### src/rtl/fop_pkg.sv
package fop_pkg;
    typedef enum logic [2:0] {
        ST_IDLE,
        ST_PROG,
        ST_ZERO,
        ST_ERASE,
        ST_TMO
    } fop_state_e;
endpackage

### src/rtl/fop_array.sv
module fop_array #(
    parameter int AW = 4,
    parameter int DW = 8
) (
    input  logic          clk,
    input  logic          rst_n,
    input  logic          wr_en,
    input  logic [AW-1:0] wr_addr,
    input  logic [DW-1:0] wr_data,
    input  logic          fill_en,
    input  logic [AW-1:0] ra_addr,
    output logic [DW-1:0] ra_data,
    input  logic [AW-1:0] rb_addr,
    output logic [DW-1:0] rb_data
);
    localparam int DEPTH = 1 << AW;

    logic [DW-1:0] mem_q [DEPTH];

    // Each word has its own register so that the erase fill can load all of them in one cycle
    for (genvar w = 0; w < DEPTH; w++) begin : g_word
        always_ff @(posedge clk or negedge rst_n) begin
            if (!rst_n) begin
                mem_q[w] <= '1;
            end else if (fill_en) begin
                mem_q[w] <= '1;
            end else if (wr_en && (wr_addr == AW'(w))) begin
                mem_q[w] <= wr_data;
            end
        end
    end

    assign ra_data = mem_q[ra_addr];
    assign rb_data = mem_q[rb_addr];
endmodule

### src/rtl/fop_ctrl.sv
module fop_ctrl
    import fop_pkg::*;
#(
    parameter int AW           = 4,
    parameter int DW           = 8,
    parameter int PROG_CYCLES  = 6,
    parameter int ERASE_CYCLES = 10,
    parameter int TIME_LIMIT   = 20
) (
    input  logic          clk,
    input  logic          rst_n,
    input  logic          prog_start_i,
    input  logic [AW-1:0] prog_addr_i,
    input  logic [DW-1:0] prog_data_i,
    input  logic          erase_start_i,
    input  logic          reset_cmd_i,
    input  logic          abort_i,
    input  logic [DW-1:0] old_word_i,
    output logic          wr_en_o,
    output logic [AW-1:0] wr_addr_o,
    output logic [DW-1:0] wr_data_o,
    output logic          fill_en_o,
    output logic          busy_o,
    output logic          tmo_o,
    output logic          poll_o
);
    localparam int DEPTH  = 1 << AW;
    localparam int MAXCNT = (TIME_LIMIT > ERASE_CYCLES) ? TIME_LIMIT : ERASE_CYCLES;
    localparam int CW     = $clog2(MAXCNT + 1);

    typedef struct packed {
        fop_state_e    state;
        logic [CW-1:0] cnt;
        logic [AW-1:0] addr;
        logic          conflict;
        logic          poll;
    } ctrl_s;

    ctrl_s r_q, r_d;

    always_comb begin
        r_d       = r_q;
        wr_en_o   = 1'b0;
        wr_addr_o = r_q.addr;
        wr_data_o = '0;
        fill_en_o = 1'b0;
        if (abort_i) begin
            r_d.state = ST_IDLE;
            r_d.cnt   = '0;
        end else begin
            unique case (r_q.state)
                ST_IDLE: begin
                    if (prog_start_i) begin
                        // Only 1 -> 0 transitions are possible: merge into the cell at once
                        wr_en_o      = 1'b1;
                        wr_addr_o    = prog_addr_i;
                        wr_data_o    = old_word_i & prog_data_i;
                        r_d.addr     = prog_addr_i;
                        r_d.conflict = |(prog_data_i & ~old_word_i);
                        r_d.poll     = ~prog_data_i[DW-1];
                        r_d.cnt      = '0;
                        r_d.state    = ST_PROG;
                    end else if (erase_start_i) begin
                        r_d.addr     = '0;
                        r_d.conflict = 1'b0;
                        r_d.poll     = 1'b0;
                        r_d.cnt      = '0;
                        r_d.state    = ST_ZERO;
                    end
                end
                ST_PROG: begin
                    if (!r_q.conflict && (r_q.cnt == CW'(PROG_CYCLES - 1))) begin
                        r_d.state = ST_IDLE;
                    end else if (r_q.conflict && (r_q.cnt == CW'(TIME_LIMIT - 1))) begin
                        r_d.state = ST_TMO;
                    end else begin
                        r_d.cnt = r_q.cnt + 1'b1;
                    end
                end
                ST_ZERO: begin
                    // Pre-program pass: every word forced to zero before erasing
                    wr_en_o   = 1'b1;
                    wr_addr_o = r_q.addr;
                    wr_data_o = '0;
                    if (r_q.addr == AW'(DEPTH - 1)) begin
                        r_d.state = ST_ERASE;
                        r_d.cnt   = '0;
                    end else begin
                        r_d.addr = r_q.addr + 1'b1;
                    end
                end
                ST_ERASE: begin
                    if (r_q.cnt == CW'(ERASE_CYCLES - 1)) begin
                        fill_en_o = 1'b1;
                        r_d.state = ST_IDLE;
                    end else begin
                        r_d.cnt = r_q.cnt + 1'b1;
                    end
                end
                ST_TMO: begin
                    if (reset_cmd_i) begin
                        r_d.state = ST_IDLE;
                    end
                end
                default: r_d.state = ST_IDLE;
            endcase
        end
    end

    always_ff @(posedge clk or negedge rst_n) begin
        if (!rst_n) begin
            r_q <= '{state: ST_IDLE, cnt: '0, addr: '0, conflict: 1'b0, poll: 1'b0};
        end else begin
            r_q <= r_d;
        end
    end

    assign busy_o = (r_q.state != ST_IDLE);
    assign tmo_o  = (r_q.state == ST_TMO);
    assign poll_o = r_q.poll;
endmodule

### src/rtl/fop_status.sv
module fop_status #(
    parameter int DW = 8
) (
    input  logic          clk,
    input  logic          rst_n,
    input  logic          rd_en_i,
    input  logic          busy_i,
    input  logic          tmo_i,
    input  logic          poll_i,
    input  logic [DW-1:0] arr_word_i,
    output logic [DW-1:0] rd_data_o
);
    localparam int POLL_BIT = DW - 1;
    localparam int TOG_BIT  = DW - 2;
    localparam int TMO_BIT  = DW - 3;

    typedef struct packed {
        logic [DW-1:0] data;
        logic          tog;
    } stat_s;

    stat_s s_q, s_d;

    always_comb begin
        s_d = s_q;
        if (rd_en_i) begin
            if (busy_i) begin
                s_d.data           = '0;
                s_d.data[POLL_BIT] = poll_i;
                s_d.data[TOG_BIT]  = s_q.tog;
                s_d.data[TMO_BIT]  = tmo_i;
                s_d.tog            = ~s_q.tog;
            end else begin
                s_d.data = arr_word_i;
            end
        end
    end

    always_ff @(posedge clk or negedge rst_n) begin
        if (!rst_n) begin
            s_q <= '{data: '0, tog: 1'b0};
        end else begin
            s_q <= s_d;
        end
    end

    assign rd_data_o = s_q.data;
endmodule

### src/rtl/flash_op_engine.sv
module flash_op_engine #(
    parameter int AW           = 4,
    parameter int DW           = 8,
    parameter int PROG_CYCLES  = 6,
    parameter int ERASE_CYCLES = 10,
    parameter int TIME_LIMIT   = 20
) (
    input  logic          clk,
    input  logic          rst_n,
    input  logic          prog_start_i,
    input  logic [AW-1:0] prog_addr_i,
    input  logic [DW-1:0] prog_data_i,
    input  logic          erase_start_i,
    input  logic          reset_cmd_i,
    input  logic          abort_i,
    input  logic          rd_en_i,
    input  logic [AW-1:0] rd_addr_i,
    output logic [DW-1:0] rd_data_o,
    output logic          ready_o
);
    logic          wr_en;
    logic [AW-1:0] wr_addr;
    logic [DW-1:0] wr_data;
    logic          fill_en;
    logic [DW-1:0] rd_word;
    logic [DW-1:0] old_word;
    logic          busy;
    logic          tmo;
    logic          poll;

    fop_array #(.AW(AW), .DW(DW)) u_array (
        .clk     (clk),
        .rst_n   (rst_n),
        .wr_en   (wr_en),
        .wr_addr (wr_addr),
        .wr_data (wr_data),
        .fill_en (fill_en),
        .ra_addr (rd_addr_i),
        .ra_data (rd_word),
        .rb_addr (prog_addr_i),
        .rb_data (old_word)
    );

    fop_ctrl #(
        .AW(AW), .DW(DW), .PROG_CYCLES(PROG_CYCLES),
        .ERASE_CYCLES(ERASE_CYCLES), .TIME_LIMIT(TIME_LIMIT)
    ) u_ctrl (
        .clk           (clk),
        .rst_n         (rst_n),
        .prog_start_i  (prog_start_i),
        .prog_addr_i   (prog_addr_i),
        .prog_data_i   (prog_data_i),
        .erase_start_i (erase_start_i),
        .reset_cmd_i   (reset_cmd_i),
        .abort_i       (abort_i),
        .old_word_i    (old_word),
        .wr_en_o       (wr_en),
        .wr_addr_o     (wr_addr),
        .wr_data_o     (wr_data),
        .fill_en_o     (fill_en),
        .busy_o        (busy),
        .tmo_o         (tmo),
        .poll_o        (poll)
    );

    fop_status #(.DW(DW)) u_status (
        .clk        (clk),
        .rst_n      (rst_n),
        .rd_en_i    (rd_en_i),
        .busy_i     (busy),
        .tmo_i      (tmo),
        .poll_i     (poll),
        .arr_word_i (rd_word),
        .rd_data_o  (rd_data_o)
    );

    assign ready_o = ~busy;
endmodule

### config.mk
export PLATFORM = sky130hd
export DESIGN_NAME = flash_op_engine
export DESIGN_NICKNAME = d
export VERILOG_FILES = /design/src/rtl/fop_pkg.sv /design/src/rtl/fop_array.sv /design/src/rtl/fop_ctrl.sv /design/src/rtl/fop_status.sv /design/src/rtl/flash_op_engine.sv
export SDC_FILE = /design/constraint.sdc
export NUM_CORES = 1
export LEC_CHECK = 0
export BUFFER_PORTS_ARGS = -buffer_cell sky130_fd_sc_hd__buf_4
export CORE_MARGIN = 8
export CORE_UTILIZATION = 45
export CTS_BUF_LIST = sky130_fd_sc_hd__clkbuf_8 sky130_fd_sc_hd__clkbuf_16
export DETAILED_ROUTE_END_ITERATION = 8
export SYNTH_ARGS = -nofsm -noshare
export SYNTH_HDL_FRONTEND = slang
export SYNTH_SLANG_ARGS = --single-unit
### constraint.sdc
create_clock -name clk -period 2.5 [get_ports clk]
set_input_delay 0.25 -clock clk [delete_from_list [all_inputs] [get_ports clk]]
set_output_delay 0.25 -clock clk [all_outputs]
set_load 0.02 [all_outputs]
# Word level (Yosys, flattened, before mapping)
# Cells that the tools add are included.
dict set report op_classes {
  mux 66
  bitwise 9
  add_sub_neg 2
  order_cmp 2
  n_eq_ne 33
  reduce_logical 47
}
# cell n
set ops {}
lappend ops {{two-way mux 8 bit} 42}
lappend ops {{binary-select mux 8 bit (select 4 bit)} 2}
lappend ops {{== test 4 bit, second input constant} 9}
lappend ops {{nonzero test 2 bit} 18}
lappend ops {{two-way mux 14 bit} 2}
lappend ops {{one-hot mux 5 bit (4 select lines)} 1}
lappend ops {{logical AND 1 bit} 18}
lappend ops {{AND 8 bit} 2}
lappend ops {{== test 4 x 3 -> 1 bit, second input constant} 4}
lappend ops {{two-way mux 4 bit} 4}
lappend ops {{two-way mux 5 bit} 3}
lappend ops {{inequality test 3 bit, second input constant} 5}
lappend ops {{one-hot mux 3 bit (5 select lines)} 1}
lappend ops {{two-way mux 3 bit} 4}
lappend ops {{>= comparator 5 bit, second input constant} 2}
lappend ops {{NOT 4 -> 5 bit} 2}
lappend ops {{== test 4 x 2 -> 1 bit, second input constant} 2}
lappend ops {{NOT 8 bit} 1}
lappend ops {{one-hot mux 4 bit (2 select lines)} 1}
lappend ops {{OR reduction 8 bit} 1}
lappend ops {{== test 3 x 2 -> 1 bit, second input constant} 2}
lappend ops {{inequality test 3 x 2 -> 1 bit, second input constant} 2}
lappend ops {{AND reduction 6 bit} 1}
lappend ops {{adder 5 x 1 -> 5 bit, second input constant} 1}
lappend ops {{other kinds (22)} 29}
dict set report totals {
  ff_bits 151
  out_inout_bits 9
}

# Depth between registers and ports, before layout
# Gate-level depths: netlist of the first run.
dict set report depth {
  word_depth 10
  ltp_mapped 9
  ltp_nobuf 8
}

# Modules after synthesis
# From an unflattened synthesis of the first run, not the netlist that was laid out.
dict set report hier_totals {
  hier_cells 787
  area_unflattened_um2 9367.7
}
# mod cells_per_inst area_each_um2 instances
set modules_own_cells {}
lappend modules_own_cells {fop_array 598 7671.1 1}
lappend modules_own_cells {fop_ctrl 142 1183.6 1}
lappend modules_own_cells {fop_status 46 509.2 1}
lappend modules_own_cells {flash_op_engine 1 3.8 1}

# Worst setup path before layout of the first run
# No wires, ideal clock.
dict set report synth_timing {
  path_type {input to register}
  from {input port rd_addr_i[0]}
  to {register u_status.s_q (netlist bit u_status.rd_data_o[5])}
  path_slack_ps 385
  setup_time_ps 135
  t_arrival_ps 1979
  path_buffers 2
  stages 6
  cell_sequence {clkbuf_1 buf_2 mux4_2 mux4_2 o211ai_1 o21ai_0}
}
dict set report synth_via {
  elab_chain_cells 5
}
# element line_no
set synth_lines {}
lappend synth_lines {{from (decl)} flash_op_engine.sv:17} ;# input logic [AW-1:0] rd_addr_i,
lappend synth_lines {{NOT 4 -> 5 bit (not written as such)} fop_array.sv:33} ;# assign ra_data = mem_q[ra_addr];
lappend synth_lines {{binary-select mux 8 bit (select 4 bit)} fop_array.sv:33}
lappend synth_lines {{two-way mux 8 bit (not written as such) (2 in series)} fop_array.sv:33}
lappend synth_lines {{two-way mux 8 bit} fop_status.sv:27} ;# if (busy_i) begin
lappend synth_lines {{to (signal assigned)} fop_status.sv:41} ;# s_q <= '{data: '0, tog: 1'b0};
lappend synth_lines {{to (decl)} fop_status.sv:22} ;# stat_s s_q, s_d;
# Every way passes these cells. The select of a mux whose other input is x is not followed.
# A chain may end at the register's enable or synchronous reset.

# Worst setup path in the final report of the first run
dict set report layout_timing {
  from {register u_ctrl.r_q[7] (netlist bit)}
  to {register u_array.mem_q[103] (netlist bit)}
}
dict set report layout_via {
  elab_chain_cells 5
  elab_cells_between_ends 6
  classes_between {eq/ne: 1; mux: 4; reduce/logical: 1}
}
# element line_no
set layout_lines {}
lappend layout_lines {{from (decl)} fop_ctrl.sv:39} ;# ctrl_s r_q, r_d;
lappend layout_lines {{from (signal assigned)} fop_ctrl.sv:112} ;# r_q <= '{state: ST_IDLE, cnt: '0, addr: '0, conflict: 1'b0, poll: 1'b0};
lappend layout_lines {{from (signal assigned)} fop_ctrl.sv:114} ;# r_q <= r_d;
lappend layout_lines {{== test 5 x 4 -> 1 bit (*)} fop_ctrl.sv:93} ;# if (r_q.cnt == CW'(ERASE_CYCLES - 1)) begin
lappend layout_lines {{two-way mux 1 bit (*)} fop_ctrl.sv:93}
lappend layout_lines {{two-way mux 1 bit (*)} fop_ctrl.sv:51} ;# unique case (r_q.state)
lappend layout_lines {{two-way mux 1 bit (*)} fop_ctrl.sv:47} ;# if (abort_i) begin
lappend layout_lines {{two-way mux 8 bit / nonzero test 2 bit (equally long branches)} n/a}
lappend layout_lines {{to (signal, indexed assignment)} fop_array.sv:28} ;# mem_q[w] <= wr_data;
lappend layout_lines {{to (decl)} fop_array.sv:18} ;# logic [DW-1:0] mem_q [DEPTH];
# Mark *: on every way between the ends. The rest lies on a longest branch, timed or not.

==> flow_summary_export.csv, run 1 <==
group,metric,value,unit
yosys,ys.flop_type,"dfstp_2",
clock_tree,clk_pin_slew,0.07,ns
timing,worst_pin_slew,0.639,ns
cells_and_area,antenna_cells,0,
cells_and_area,syn_to_final_growth,12.7,%
detailed_routing,vias,7158,
yosys,synth.area.top_cells,"dfstp_2 (38%), mux4_2 (16%), a21oi_1 (6.5%)",
timing,maxSlewHeadroom,57.4,%
timing,final.setup_skew,0.0105,ns
min_path,hp-class,"input port to flop",
yosys,synth_edf_count,0,
global_routing,antenna_found_initial,0,
timing,hold_viol_final,0,
power,p_per_area,1070,nW/um2
global_routing,grt_first_pass_wirelength,42100,um
timing,period_needed,2.30,ns
setup_path,path_cells,"inv_1 -> ha_1 -> nor4bb_1 -> and4_4 -> buf_4 -> nor3_1 -> a21oi_1",
cells_and_area,seq_area,3940,um2
global_routing,grt_overflow,0,
yosys,synthArstFlopShare,100,%
global_routing,grt_pass1_vias,7052,
yosys,ys_ff_latch,151,
yosys,synth_cell_types,62,
detailed_routing,drt-initial-drc-count,735,
setup_path,cp.required,2.85,ns
power,leakagePower,0.00372,uW
yosys,synth_area,8850,um2
outcome,status,"finished clean",
detailed_routing,drt-pass1-iter-count,8,
clock_tree,tritoncts,"built",
timing,rsz0062_at_grt,"no",
setup_path,cp_slowest_cell,"and4_4",
yosys,syn-num-nets,838,
setup_path,worstSetupPathType,"flop to flop",
setup_path,cp-end-kind,"flop",
floorplanning,die_x,156,um
cells_and_area,fillers,1709,
setup_path,cp.arrival,2.65,ns
floorplanning,die_h,156,um
yosys,post-synth-top-area-fraction,38.0,%
setup_path,crit_fanout,30,
timing,slew_violations,0,
yosys,synth_top_cell_by_area,"dfstp_2",
timing,timing.fmax,0.434,GHz
global_routing,grt_max_degree,58,
clock_tree,htreeDepth,4,
detailed_routing,wire_per_inst,24.5,um
cells_and_area,multi_input_area,4380,um2
cells_and_area,fin_nets,847,
power,peakVddDrop,0.400,mV
setup_path,cp-start-kind,"flop",
detailed_routing,antenna_left,0,
place,place.gp.congestion,0.891,
timing,finalSetupViolCount,0,
clock_tree,numCtsBuffers,17,
yosys,synth.most_common_cell,"dfstp_2",
cells_and_area,fin_cells,1098,
detailed_routing,route.detailed.drc,0,
detailed_routing,viasPerCell,6.52,
floorplanning,core,19400,um2
yosys,synth.avg_cell_area,10.9,um2
yosys,synth_common_cells,"dfstp_2 (128), a21oi_1 (115), nor3_1 (106)",
clock_tree,clock_sinks,151,
cells_and_area,drive_gt1_share,38.8,%
floorplanning,dieArea,24400,um2
yosys,synth_cells,812,
clock_tree,clock_latency,0.43,ns
setup_path,reg2reg_slack,0.20,ns
place,portBuffers,31,
floorplanning,io_pins,32,
clock_tree,cts.path.max_buffers,2,
timing,fin_crit_sh,92.2,%
floorplanning,start_util,45.6,%
job,maxCapViolCount,0,
clock_tree,cts-root-buf,"clkbuf_16",
timing,setup_tns,0,ns
place,hpwl,17900,um
detailed_routing,wl,26900,um
floorplanning,rows,51,
yosys,seq_area_frac_synth,44.5,%
yosys,ys_warn_count,0,
setup_path,cpPeakStageDelay,0.50,ns
place,dp.cells,1066,
global_routing,grt_usage,22.7,%
[placed cells by master, fill, tap and decap left out, types with 3 or more instances in the layout]
cell | synthesis | final
mux4_2 | 62 | 62
a21oi_2 | 4 | 4
nor2_1 | 16 | 16
clkbuf_16 | 0 | 18
dfstp_2 | 128 | 128
a211oi_1 | 3 | 3
nand2b_1 | 4 | 4
nand2_1 | 30 | 29
mux2i_1 | 24 | 24
nor3_1 | 106 | 106
a22oi_1 | 10 | 10
buf_4 | 21 | 56
inv_6 | 0 | 3
a31oi_2 | 3 | 3
o21ai_1 | 5 | 5
ha_1 | 3 | 3
nor2_4 | 11 | 11
a31oi_1 | 15 | 15
inv_1 | 21 | 22
and2_1 | 4 | 4
nand3_1 | 13 | 13
nor2b_1 | 5 | 5
clkinv_2 | 0 | 5
o31ai_1 | 4 | 4
buf_12 | 0 | 12
dfrtp_1 | 23 | 23
o22ai_1 | 5 | 5
o21ai_0 | 80 | 80
or2_4 | 4 | 4
a21oi_1 | 115 | 115
[cells by family after synthesis]
family / share of synthesized area, %
AOI/OAI and AO/OA: 17.3
and+or+nand+nor: 13.1
DFF: 44.5
buffers and inverters: 6.20
muxes: 18.5
adders and majority gates: 0.424
xor gates and xnor gates: 0.0989
[repair_timing]
item / 4_1_cts / 5_1_grt
endpoints found under the setup margin: 0 / 1
gates resized for setup: 0 / 2
hold buffers: 1 / 0
buffers inserted: 0 / 0
endpoints found under the hold margin: 14 / 0
[sequential cells by signal (all words and copies together), names as in the netlist]
signal	cells
u_array.mem_q	128
u_ctrl.r_q	13
u_status.rd_data_o	8
u_ctrl.poll_o	1
u_status.s_q	1
[area by class of cell]
class,count,share of cell area [%]
clock inverters,12,1.00
well taps,265,3.32
repair buffers,70,6.83
inverters,22,0.828
multi-input cells,559,43.9
flip-flops and latches,151,39.5
clock buffers,19,4.65
[per-stage QoR]
step	area [um2]	utilization [%]	power [uW]	worst slack, ns	hold slack [ns]
final	9980	51.4	10700	0.195	0.0799
after global routing	9980	51.4	11200	0.0365	0.0793
after CTS	9970	51.4	10700	0.175	0.0731
after detailed placement	9390	48.4	8170	0.164	0.280
after global placement	9390	48.4	8000	0.223	0.275
after floorplan	8850	-	7060	0.385	-0.0456
[metal layers]
metal  vias to the layer above  global-route usage, %  routed length (um)
li1                       3074                      -                   -
met1                      3687                   30.2               11200
met2                       339                   35.5               12800
met3                        58                   4.25                1940
met4                         0                   10.5                 982
met5                         -                      0                   0
[worst max-delay path: cells and delay by family, from the launching register on]
kind                       cells  cell delay [ns]
DFF                            1             0.41
and+or+nand+nor                3             1.02
adders and majority gates      1             0.15
buffers and inverters          2             0.46
AOI/OAI and AO/OA              1             0.16
[final timing paths]
check	startpoint	end	depth (start not counted)
setup / recovery	u_ctrl.r_q[7]	u_array.mem_q[103]	7
hold / removal	prog_data_i[7]	u_ctrl.poll_o	2
setup reg to reg	u_ctrl.r_q[7]	u_array.mem_q[103]	7
hold reg to reg	u_status.s_q[0]	u_status.s_q[0]	1
max in group asynchronous	rst_n	u_array.mem_q[116]	3
min in group asynchronous	rst_n	u_ctrl.r_q[1]	2
[where the power goes]
| group | total [uW] | switching [uW] | internal (uW) |
|---|---|---|---|
| logic | 3390 | 1690 | 1700 |
| registers | 4810 | 872 | 3940 |
| clock network | 2480 | 1040 | 1440 |
| total | 10700 | 3600 | 7080 |
Power figures use the tool's default switching activity.
==> run 2: changes to the inputs <==
--- a/config.mk
+++ b/config.mk
@@ -5,11 +5,12 @@
 export SDC_FILE = /design/constraint.sdc
 export NUM_CORES = 1
 export LEC_CHECK = 0
-export BUFFER_PORTS_ARGS = -buffer_cell sky130_fd_sc_hd__buf_4
 export CORE_MARGIN = 8
 export CORE_UTILIZATION = 45
 export CTS_BUF_LIST = sky130_fd_sc_hd__clkbuf_8 sky130_fd_sc_hd__clkbuf_16
 export DETAILED_ROUTE_END_ITERATION = 8
+export DONT_BUFFER_PORTS = 1
+export SETUP_SLACK_MARGIN = 0.15
 export SYNTH_ARGS = -nofsm -noshare
 export SYNTH_HDL_FRONTEND = slang
 export SYNTH_SLANG_ARGS = --single-unit
==> constraint.sdc (replaced) <==
create_clock -name clk -period 2 [get_ports clk]
set_input_delay 0.2 -clock clk [delete_from_list [all_inputs] [get_ports clk]]
set_output_delay 0.2 -clock clk [all_outputs]
set_load 0.02 [all_outputs]
==> run 2 against run 1 <==
The run now ends with negative hold slack, negative setup slack left. Total power up 42%. Cell count rose by 7.7%. Routed wire length is 22% higher. Clock-buffer cell count down 2. Largest cell class unchanged. Highest routed layer is now met5.
==> flow_summary_export.csv, run 2 (synthesis gave the netlist of run 1 again) <==
group,metric,value,unit
floorplanning,die_h,156,um
detailed_routing,drt-pass1-iter-count,7,
outcome,violations,"negative hold slack, negative setup slack",
timing,hold_viol_final,151,
place,portBuffers,0,
clock_tree,htreeDepth,4,
setup_path,worstSetupPathType,"flop to flop",
cells_and_area,largest_reg_flops,128,
clock_tree,cts-root-buf,"clkbuf_16",
job,maxCapViolCount,0,
timing,finalWorstSetupSlack,-0.127,ns
setup_path,cp.arrival,2.44,ns
cells_and_area,multi_input_area,5650,um2
setup_path,crit_fanout,3,
global_routing,grt_first_pass_wirelength,46900,um
detailed_routing,wl,32900,um
clock_tree,clock_sinks,151,
global_routing,grt_pass1_vias,7778,
detailed_routing,viasPerCell,6.77,
setup_path,cp-end-kind,"flop",
clock_tree,clock_latency,0.43,ns
cells_and_area,final_cell_mix,"dfstp_2 (128), mux4_2 (62), a21oi_2 (62), buf_4 (55), a21oi_1 (48)",
cells_and_area,fin_nets,931,
floorplanning,rows,51,
timing,finalSetupViolCount,107,
min_path,hp-class,"input port to async pin",
clock_tree,tritoncts,"built",
timing,slew_violations,0,
cells_and_area,syn_to_final_growth,43.5,%
global_routing,antenna_found_initial,1,
timing,period_needed,2.13,ns
place,place.gp.congestion,0.859,
timing,timing.fmax,0.470,GHz
clock_tree,clk_pin_slew,0.07,ns
global_routing,grt_overflow,0,
place,dp.cells,1068,
detailed_routing,route.detailed.drc,0,
cells_and_area,drive_gt1_share,64.3,%
floorplanning,core,19400,um2
cells_and_area,seq_area,3940,um2
floorplanning,dieArea,24400,um2
power,p_per_area,1200,nW/um2
timing,maxSlewHeadroom,62.1,%
timing,rsz0062_at_grt,"yes",
timing,worst_pin_slew,0.567,ns
floorplanning,io_pins,32,
clock_tree,cts_hold_buf,6,
setup_path,cp.required,2.31,ns
floorplanning,die_x,156,um
global_routing,grt_max_degree,152,
clock_tree,numCtsBuffers,17,
detailed_routing,antenna_left,0,
cells_and_area,antenna_cells,0,
timing,fin_crit_sh,106,%
cells_and_area,mostFrequentLayoutCell,"dfstp_2",
place,hpwl,17700,um
power,peakVddDrop,0.474,mV
global_routing,grt_usage,25.6,%
timing,holdWs,-0.538,ns
detailed_routing,drt-initial-drc-count,1049,
outcome,status,"finished, violations left",
place,place_ws,-0.180,ns
cells_and_area,fillers,1333,
detailed_routing,vias,8003,
power,leakagePower,0.00463,uW
timing,final.setup_skew,0.0126,ns
clock_tree,cts.path.max_buffers,2,
power,design_power_total,15200,uW
setup_path,cp-start-kind,"flop",
cells_and_area,utilization,65.5,%
detailed_routing,wire_per_inst,27.8,um
floorplanning,start_util,45.6,%
cells_and_area,fin_cells,1183,
cells_and_area,largest-register,"u_array.mem_q",
-- run 2: repair_timing --
item                                    in CTS  in global routing
endpoints found under the setup margin     138                143
gates resized for setup                    140                208
pin swaps                                   47                 59
endpoints found under the hold margin      165                151
gates cloned                                20                  3
setup buffers                               33                 21
-- run 2: layout make-up --
| type | count | area share (%) |
|---|---|---|
| multi-input cells | 563 | 44.5 |
| flip-flops and latches | 151 | 31.0 |
| repair buffers | 150 | 17.0 |
| clock buffers | 17 | 3.35 |
| well taps | 265 | 2.61 |
| clock inverters | 15 | 0.946 |
| inverters | 22 | 0.650 |
-- run 2: critical path: stages (launching register included) --
cell and delay [ns]:
dfstp_2 0.57, mux2i_1 0.10, a22oi_2 0.23, a21oi_1 0.11
o41ai_2 0.38, nand4b_1 0.26, a221o_1 0.38
-- run 2: layer usage --
| metal | GRT usage, % | share of wire, % | vias to the layer above |
|---|---|---|---|
| met5 | 0 | 0.039 | - |
| met4 | 15.6 | 6.0 | 2 |
| met3 | 6.81 | 10 | 157 |
| met2 | 41.4 | 48 | 539 |
| met1 | 30.2 | 35 | 4026 |
| li1 | - | - | 3279 |
-- run 2: worst paths after layout --
kind,from,to,slack (ns),depth (start not counted)
worst max-delay path,u_array.mem_q[25],u_ctrl.r_q[1],-0.13,6
worst min-delay path,rst_n,u_ctrl.r_q[10],-0.54,0
worst max register to register,u_array.mem_q[25],u_ctrl.r_q[1],-0.13,6
worst min register to register,u_status.s_q[0],u_status.s_q[0],0.51,1
max in group asynchronous,rst_n,u_array.mem_q[103],2.15,0
min in group clk,prog_start_i,u_ctrl.r_q[2],0.01,2
-- run 2: power by group --
group / internal, uW / switching, uW
sequential: 4930 / 1310
clock: 1610 / 1420
combinational: 3280 / 2650
-- run 2: through the flow --
step	cell area [um2]	setup TNS [ns]
after CTS	11600	-1.21
after global placement	9670	-3.25
after floorplan	8950	-1.77
after global routing	12700	-13.83
final	12700	-4.86
after detailed placement	9670	-8.93
